### src/rtl/rhp_pkg.sv
package rhp_pkg;
   localparam int unsigned REG_W = 16;
   localparam int unsigned IDX_W = 3;

   localparam int B_CCS  = 0;
   localparam int B_CSC  = 1;
   localparam int B_EN   = 2;
   localparam int B_ENC  = 3;
   localparam int B_LSDA = 8;
   localparam int B_PRST = 9;

   localparam logic [REG_W-1:0] KEEP_MASK  = 16'h01FB;
   localparam logic [REG_W-1:0] W1C_MASK   = 16'h000A;
   localparam logic [REG_W-1:0] RESET_VAL  = 16'h0080;
   localparam logic [REG_W-1:0] ABSENT_VAL = 16'hFF7F;
endpackage

### src/rtl/rhp_addr_dec.sv
module rhp_addr_dec
   import rhp_pkg::*;
#(
   parameter int unsigned NPORTS = 2,
   parameter int unsigned ADDR_W = 5,
   parameter logic [ADDR_W-1:0] WIN_BASE = 'h10
) (
   input  logic              wr_en,
   input  logic [ADDR_W-1:0] wr_addr,
   input  logic [ADDR_W-1:0] rd_addr,
   output logic [NPORTS-1:0] wr_sel,
   output logic              rd_hit,
   output logic [IDX_W-1:0]  rd_idx
);
   logic              wr_win, rd_win;
   logic [IDX_W-1:0]  wr_idx;
   logic [NPORTS-1:0] rd_match;
   logic              unused_lsb;

   assign wr_win = (wr_addr[ADDR_W-1:4] == WIN_BASE[ADDR_W-1:4]);
   assign rd_win = (rd_addr[ADDR_W-1:4] == WIN_BASE[ADDR_W-1:4]);
   assign wr_idx = wr_addr[3:1];
   assign rd_idx = rd_addr[3:1];
   assign unused_lsb = &{1'b0, wr_addr[0], rd_addr[0]};

   for (genvar i = 0; i < NPORTS; i++) begin : g_sel
      assign wr_sel[i]   = wr_en && wr_win && (wr_idx == IDX_W'(i));
      assign rd_match[i] = rd_win && (rd_idx == IDX_W'(i));
   end

   assign rd_hit = |rd_match;
endmodule

### src/rtl/rhp_port_reg.sv
module rhp_port_reg
   import rhp_pkg::*;
(
   input  logic             clk,
   input  logic             rst_n,
   input  logic             ctrl_reset,
   input  logic             wr_sel,
   input  logic [REG_W-1:0] wr_data,
   input  logic             attach,
   input  logic             detach,
   input  logic             low_speed,
   output logic [REG_W-1:0] ctrl_q,
   output logic             bus_reset,
   output logic             event_now
);
   logic             present_q, present_d;
   logic [REG_W-1:0] merged, ctrl_d;
   logic             pulse_d;

   always_comb begin
      present_d = present_q;
      if (detach)
         present_d = 1'b0;
      else if (attach)
         present_d = 1'b1;
   end

   always_comb begin
      merged = ctrl_q;
      if (wr_sel) begin
         merged = (ctrl_q & KEEP_MASK) | (wr_data & ~KEEP_MASK);
         merged = merged & ~(wr_data & W1C_MASK);
      end
   end

   always_comb begin
      ctrl_d = merged;
      if (detach) begin
         if (merged[B_CCS]) begin
            ctrl_d[B_CCS] = 1'b0;
            ctrl_d[B_CSC] = 1'b1;
         end
         if (merged[B_EN]) begin
            ctrl_d[B_EN]  = 1'b0;
            ctrl_d[B_ENC] = 1'b1;
         end
      end else if (attach) begin
         ctrl_d[B_CCS]  = 1'b1;
         ctrl_d[B_CSC]  = 1'b1;
         ctrl_d[B_LSDA] = low_speed;
      end
      if (ctrl_reset) begin
         ctrl_d = RESET_VAL;
         if (present_d) begin
            ctrl_d[B_CCS]  = 1'b1;
            ctrl_d[B_CSC]  = 1'b1;
            ctrl_d[B_LSDA] = low_speed;
         end
      end
   end

   assign pulse_d   = !ctrl_reset && wr_sel && wr_data[B_PRST] &&
                      !ctrl_q[B_PRST] && present_q;
   assign event_now = attach || detach || (ctrl_reset && present_d);

   always_ff @(posedge clk or negedge rst_n) begin
      if (!rst_n) begin
         ctrl_q    <= RESET_VAL;
         present_q <= 1'b0;
         bus_reset <= 1'b0;
      end else begin
         ctrl_q    <= ctrl_d;
         present_q <= present_d;
         bus_reset <= pulse_d;
      end
   end
endmodule

### src/rtl/rhp_read_mux.sv
module rhp_read_mux
   import rhp_pkg::*;
#(
   parameter int unsigned NPORTS = 2
) (
   input  logic [NPORTS-1:0][REG_W-1:0] port_q,
   input  logic                         rd_hit,
   input  logic [IDX_W-1:0]             rd_idx,
   output logic [REG_W-1:0]             rd_data
);
   always_comb begin
      rd_data = ABSENT_VAL;
      for (int i = 0; i < NPORTS; i++) begin
         if (rd_hit && (rd_idx == IDX_W'(i)))
            rd_data = port_q[i];
      end
   end
endmodule

### src/rtl/root_hub_ports.sv
module root_hub_ports
   import rhp_pkg::*;
#(
   parameter int unsigned NPORTS = 2,
   parameter int unsigned ADDR_W = 5,
   parameter logic [ADDR_W-1:0] WIN_BASE = 'h10
) (
   input  logic              clk,
   input  logic              rst_n,
   input  logic              ctrl_reset,
   input  logic              wr_en,
   input  logic [ADDR_W-1:0] wr_addr,
   input  logic [15:0]       wr_data,
   input  logic [ADDR_W-1:0] rd_addr,
   output logic [15:0]       rd_data,
   input  logic [NPORTS-1:0] attach,
   input  logic [NPORTS-1:0] detach,
   input  logic [NPORTS-1:0] low_speed,
   output logic [NPORTS-1:0] bus_reset,
   output logic [NPORTS-1:0] port_enabled,
   output logic              resume_req
);
   initial begin
      assert (NPORTS >= 1 && NPORTS <= 8)
         else $error("root_hub_ports: NPORTS must be 1..8");
      assert (ADDR_W >= 5)
         else $error("root_hub_ports: ADDR_W must be at least 5");
      assert (WIN_BASE[3:0] == 4'h0)
         else $error("root_hub_ports: WIN_BASE must be 16-aligned");
   end

   logic [NPORTS-1:0]            wr_sel;
   logic                         rd_hit;
   logic [IDX_W-1:0]             rd_idx;
   logic [NPORTS-1:0][REG_W-1:0] port_q;
   logic [NPORTS-1:0]            evt;

   rhp_addr_dec #(
      .NPORTS  (NPORTS),
      .ADDR_W  (ADDR_W),
      .WIN_BASE(WIN_BASE)
   ) u_dec (
      .wr_en  (wr_en),
      .wr_addr(wr_addr),
      .rd_addr(rd_addr),
      .wr_sel (wr_sel),
      .rd_hit (rd_hit),
      .rd_idx (rd_idx)
   );

   for (genvar i = 0; i < NPORTS; i++) begin : g_port
      rhp_port_reg u_reg (
         .clk       (clk),
         .rst_n     (rst_n),
         .ctrl_reset(ctrl_reset),
         .wr_sel    (wr_sel[i]),
         .wr_data   (wr_data),
         .attach    (attach[i]),
         .detach    (detach[i]),
         .low_speed (low_speed[i]),
         .ctrl_q    (port_q[i]),
         .bus_reset (bus_reset[i]),
         .event_now (evt[i])
      );
      assign port_enabled[i] = port_q[i][B_EN];
   end

   rhp_read_mux #(.NPORTS(NPORTS)) u_mux (
      .port_q (port_q),
      .rd_hit (rd_hit),
      .rd_idx (rd_idx),
      .rd_data(rd_data)
   );

   always_ff @(posedge clk or negedge rst_n) begin
      if (!rst_n)
         resume_req <= 1'b0;
      else
         resume_req <= |evt;
   end
endmodule

### config.mk
export PLATFORM = sky130hd
export DESIGN_NAME = root_hub_ports
export DESIGN_NICKNAME = d
export VERILOG_FILES = /design/src/rtl/rhp_pkg.sv /design/src/rtl/rhp_addr_dec.sv /design/src/rtl/rhp_port_reg.sv /design/src/rtl/rhp_read_mux.sv /design/src/rtl/root_hub_ports.sv
export SDC_FILE = /design/constraint.sdc
export NUM_CORES = 1
export LEC_CHECK = 0
export ABC_AREA = 1
export BUFFER_PORTS_ARGS = -buffer_cell sky130_fd_sc_hd__buf_2
export CORE_ASPECT_RATIO = 1.4
export CORE_MARGIN = 3
export CORE_UTILIZATION = 45
export DETAILED_ROUTE_END_ITERATION = 16
export GPL_ROUTABILITY_DRIVEN = 0
export HOLD_SLACK_MARGIN = 0.06
export PLACE_DENSITY = 0.75
export SETUP_SLACK_MARGIN = 0.3
export SKIP_LAST_GASP = 1
export SYNTH_ARGS = -nofsm -noshare
export SYNTH_HDL_FRONTEND = slang
export SYNTH_SLANG_ARGS = --single-unit
### constraint.sdc
create_clock -name clk -period 3.25 [get_ports clk]
set_input_delay 0.8125 -clock clk [delete_from_list [all_inputs] [get_ports clk]]
set_output_delay 0.8125 -clock clk [all_outputs]
set_load 0.01 [all_outputs]
* After elaboration in Yosys (flattened, before gate mapping)
Cells that the tools add are included.
** Cells by class
- Mux-type cells :: 28
- Reduce and logical (&&, ||, !) cells :: 30
- Bitwise logic cells :: 5
- Eq/ne operators :: 2
** Operators by type and width (count)
- $mux 16 :: 6
- $and 16x16->16 :: 2
- $or 9x16->16 :: 2
- $mux 2 :: 12
- $logic_and 1x1->1 :: 17
- $not 4->16 :: 1
- $mux 1 :: 10
- $eq 3x1->1 const B :: 2
- $logic_not 3->1 :: 2
- $logic_or 1x1->1 :: 4
- $reduce_bool 2->1 :: 2
- $reduce_or 2->1 :: 2
- $logic_not 1->1 :: 3
** Word-level totals
- Logic and storage cells :: 74
- Output and inout port bits :: 21
- Bits in registers :: 37

* Longest topological paths before layout
- Word-level depth :: 6
- Depth in mapped cells :: 7
- Mapped depth without buffers :: 7

* By module
From an unflattened synthesis, not the netlist that was laid out.
** Unflattened totals
- Cells, all modules :: 273
- Area total of the unflattened synthesis :: 2035.7 µm²
** By module, submodules not included
- rhp_port_reg :: area an instance 713.2 µm², cells each 77, instances 2
- rhp_read_mux :: area an instance 505.5 µm², cells each 103, instances 1
- rhp_addr_dec :: area an instance 67.6 µm², cells each 12, instances 1
- root_hub_ports :: area an instance 36.3 µm², cells each 4, instances 1

* Least setup slack after synthesis
Ideal clock, no wire load.
- Path kind :: input to output
- Start :: in rd_addr[2]
- End :: out rd_data[7]
- Setup slack :: 0.934 ns
- Cell stages on the path :: 4
- Required time :: 2.438 ns
- Arrival time :: 1.503 ns
- Buffers on the path :: 1
- Cells stage by stage :: nor2_1 -> nand3_1 -> buf_2 -> o21ai_0
** On the way
- Word-level cells in the longest chain between the ends :: 6
- Elaborated cells between the ends (all ways) :: 9
- Those cells by class :: 1 x eq/ne; 2 x mux; 6 x reduce/logical
** Ends and longest elaborated chain
- start, declared :: RTL line root_hub_ports.sv:14 : input logic [ADDR_W-1:0] rd_addr,
- $eq 3x1->1 / $logic_not 3->1 (equally long branches) :: RTL line rhp_addr_dec.sv:28, rhp_read_mux.sv:14
- $logic_and 1x1->1 :: RTL line rhp_addr_dec.sv:28 : assign rd_match[i] = rd_win && (rd_idx == IDX_W'(i));
- $reduce_or 2->1 :: RTL line rhp_addr_dec.sv:31 : assign rd_hit = |rd_match;
- $logic_and 1x1->1 :: RTL line rhp_read_mux.sv:14 : if (rd_hit && (rd_idx == IDX_W'(i)))
- $mux 16 :: RTL line rhp_read_mux.sv:14
- $mux 16 (*) :: RTL line rhp_read_mux.sv:14
- end, declared :: RTL line root_hub_ports.sv:15 : output logic [15:0] rd_data,
Mark *: on every way between the ends. The rest lies on a longest branch, timed or not.

* Worst setup path in the final report
Ends and elaborated chain as after synthesis.

==> qor.txt <==
Post-Syn Instances: 194
Fin. max-slew vios: 0
P&R area growth vs syn: 17.69%
Internal power: 0.0005816 W
Finished Cell Area: 1914 sq um
Hold_buf cts: 0
Post-synthesis sequential area ratio: 47.85%
Outcome: finished, final reports clean
Slew margin rel.: 55.12%
Psw: 0.0002080 W
Residual DRC count: 0
Fillers: 323
H-tree depth: 2
Critical Path Source Type: input port
PortBufs: 48
DP Worst Slack: 537.5 ps
Worst setup margin: 536.8 ps
Largest delay contributor family on the critical path: simple AND/OR/NAND/NOR gates
Power Density: 412.5 nW/um^2
Die area: 4382 sq um
Worst-path clk slew: 60 ps
First-pass GRT wire length: 6.189 mm
CTS tree: yes
Setup violators final: 0
CTS sink cnt: 31
CP Class: input port to primary output
LEAKAGE: 1.024 nW
Post-cts resize count: 0
Period utilization: 83.48%
Post-CTS Setup Bufs: 0
R2R Path Start: g_port[0].u_reg.present_q$_DFF_PN0_
#FFs+latches synth: 31
N_diodes: 0
Combinational Power Share: 12.5%
Portion of total power attributed to sequential cells: 51.1%
Cell mode on critical path: buf_2
Setup TNS: 0 ps
Largest net degree at the start of global routing: 32
Std cell rows: 25
Commonest non-fill, non-tap cell in the layout: buf_2
WP depth: 5
CP Capture Type: primary output
Final Hold Vio Count: 0
Total power: 0.0007897 W
# IOs: 57
Clock Skew: 2.966 ps
Vias in the first global route: 1374
Cell-by-cell trace of the critical path: buf_2 > nor2_1 > nand3_1 > o21ai_0 > buf_2
Critical path startpoint: rd_addr[2]
Flop-to-flop setup slack: 2330 ps
Cell Area, Synth: 1627 sq um
Mean Syn Cell Area: 8.384 sq um
Die H: 77.14 um
Maximum vdd drop: 0.3095 mV
Reg area: 778.2 sq um
Root Buffer: clkbuf_8
Post-synth EDFFs: 0
Initial antenna violation count: 0
Antenna Violating Nets Remaining: 0
Syn Nets: 230
R2R cell count: 4
CP Max Fanout: 11
Pre-Repair DR Iteration Count: 4
CTS Buf Count: 5
Total congestion overflow: 0
CP max-delay cell: nand3_1
Asr flop ratio synth: 100.0%
Ys flop type: dfrtp_1
Post-DR vias/cell: 4.871
Crit Reg-Reg Endpoint: g_port[0].u_reg.ctrl_q[0]$_DFFE_PN0P_
Overall routing resource usage: 18.39%
Slew of the pin with the lowest slew margin: 673.2 ps
Multi-input gate area: 681.9 sq um
Final hold slack: 468.1 ps
Share of cells above drive strength 1: 32.08%
Core area: 3410 sq um
Nets: 275
Starting Density: 47.71%
Yosys warns: 0
RSZ-0062 raised after global routing: no
Final Critical Period: 2713 ps
Clock group share of total power: 36.4%
Sw Share: 26.35%
Yosys cell types: 23
Wire per inst: 12.64 um
Clock Path Buffers: 2
Worst Setup EP: rd_data[7]
Buf+Inv Stages, Crit Path: 2
Crit path arrival time: 1900 ps
Vias: 1364
Hold WC Path Type: flip-flop to flip-flop
CP Data Required Time: 2440 ps
DR iter-0 viols: 34
Die width: 56.81 um
Max-Cap Viols: 0
Dpl cell area: 1833 sq um
Clock Latency Late Sink: 280 ps
Max incr delay on CP: 390 ps
Total Routed Length: 3.538 mm
Most frequent cells in the layout: buf_2, nand2_1, dfrtp_1
DP HPWL: 2.582 mm
FMAX: 368.6 MHz
-- per-layer routing --
layer	GRT usage (%)	wire, um	vias to the layer above
met5	0	0	-
met4	8.121	61	0
met3	5.892	205	6
met2	30.21	1835	38
met1	21.68	1435	618
li1	-	-	702
-- synthesized netlist by cell type, types with 4 or more instances --
master   number  area share, %
nand2_1      47             11
dfrtp_1      29             45
inv_1        21            4.8
nand3_1      19            5.8
nor2_1       16            3.7
o21ai_0      13            4.0
a21oi_1      12            3.7
buf_4         6            2.8
nor2_2        4            1.5
-- flip-flops by register name, indices dropped and copies added (netlist names) --
register                count
g_port.u_reg.ctrl_q        26
g_port.u_reg.bus_reset      2
g_port.u_reg.present_q      2
resume_req                  1
-- worst min-delay path, cell delays in order, from the launching register on --
cell,delay [ps]
dfstp_2,360
inv_1,60
nand2_1,50
-- power by group through the flow --
stage | Sequential [W] | Combinational [W] | Clock [W]
final | 0.000404 | 0.0000985 | 0.000287
after global routing | 0.000404 | 0.000113 | 0.000314
after CTS | 0.000404 | 0.000100 | 0.000294
after detailed placement | 0.000411 | 0.000100 | 0
after global placement | 0.000410 | 0.0000992 | 0
after floorplan | 0.000409 | 0.0000559 | 0
-- cells by family (layout without fill, tap and decap cells) --
group	after synthesis	after routing	synth area share, %
flops	31	31	47.85
compound gates	32	32	10.77
simple gates	99	99	31.15
buf+inv	32	78	10.23
-- area by class of cell --
cell class                      count  area share, %
Clock inverter                      1         0.2614
Clock buffer                        7          3.987
Timing Repair Buffer               48          12.55
Multi-Input combinational cell    131          35.62
Tap cell                           40          2.614
Inverter                           22          4.314
Sequential cell                    31          40.65
-- how the worst min path moves through the flow --
stage	start	end	slack (ps)	cells past startpoint
6_report	g_port[0].u_reg.ctrl_q[7]$_DFFE_PN1P_	g_port[0].u_reg.ctrl_q[7]$_DFFE_PN1P_	470	2
5_1_grt	g_port[0].u_reg.ctrl_q[7]$_DFFE_PN1P_	g_port[0].u_reg.ctrl_q[7]$_DFFE_PN1P_	500	2
4_1_cts	g_port[0].u_reg.ctrl_q[7]$_DFFE_PN1P_	g_port[0].u_reg.ctrl_q[7]$_DFFE_PN1P_	470	2
3_5_place_dp	g_port[0].u_reg.ctrl_q[7]$_DFFE_PN1P_	g_port[0].u_reg.ctrl_q[7]$_DFFE_PN1P_	460	2
3_3_place_gp	g_port[0].u_reg.ctrl_q[7]$_DFFE_PN1P_	g_port[0].u_reg.ctrl_q[7]$_DFFE_PN1P_	450	2
2_1_floorplan	g_port[0].u_reg.ctrl_q[7]$_DFFE_PN1P_	g_port[0].u_reg.ctrl_q[7]$_DFFE_PN1P_	440	2
-- stage by stage --
stage                     utilization, %  cells
after CTS                          56.15    280
after detailed placement           53.76    272
final                              56.15    280
after global placement             53.76    272
after global routing               56.15    280
after floorplan                        -    194
No activity file was read; power rests on OpenSTA's default activity.
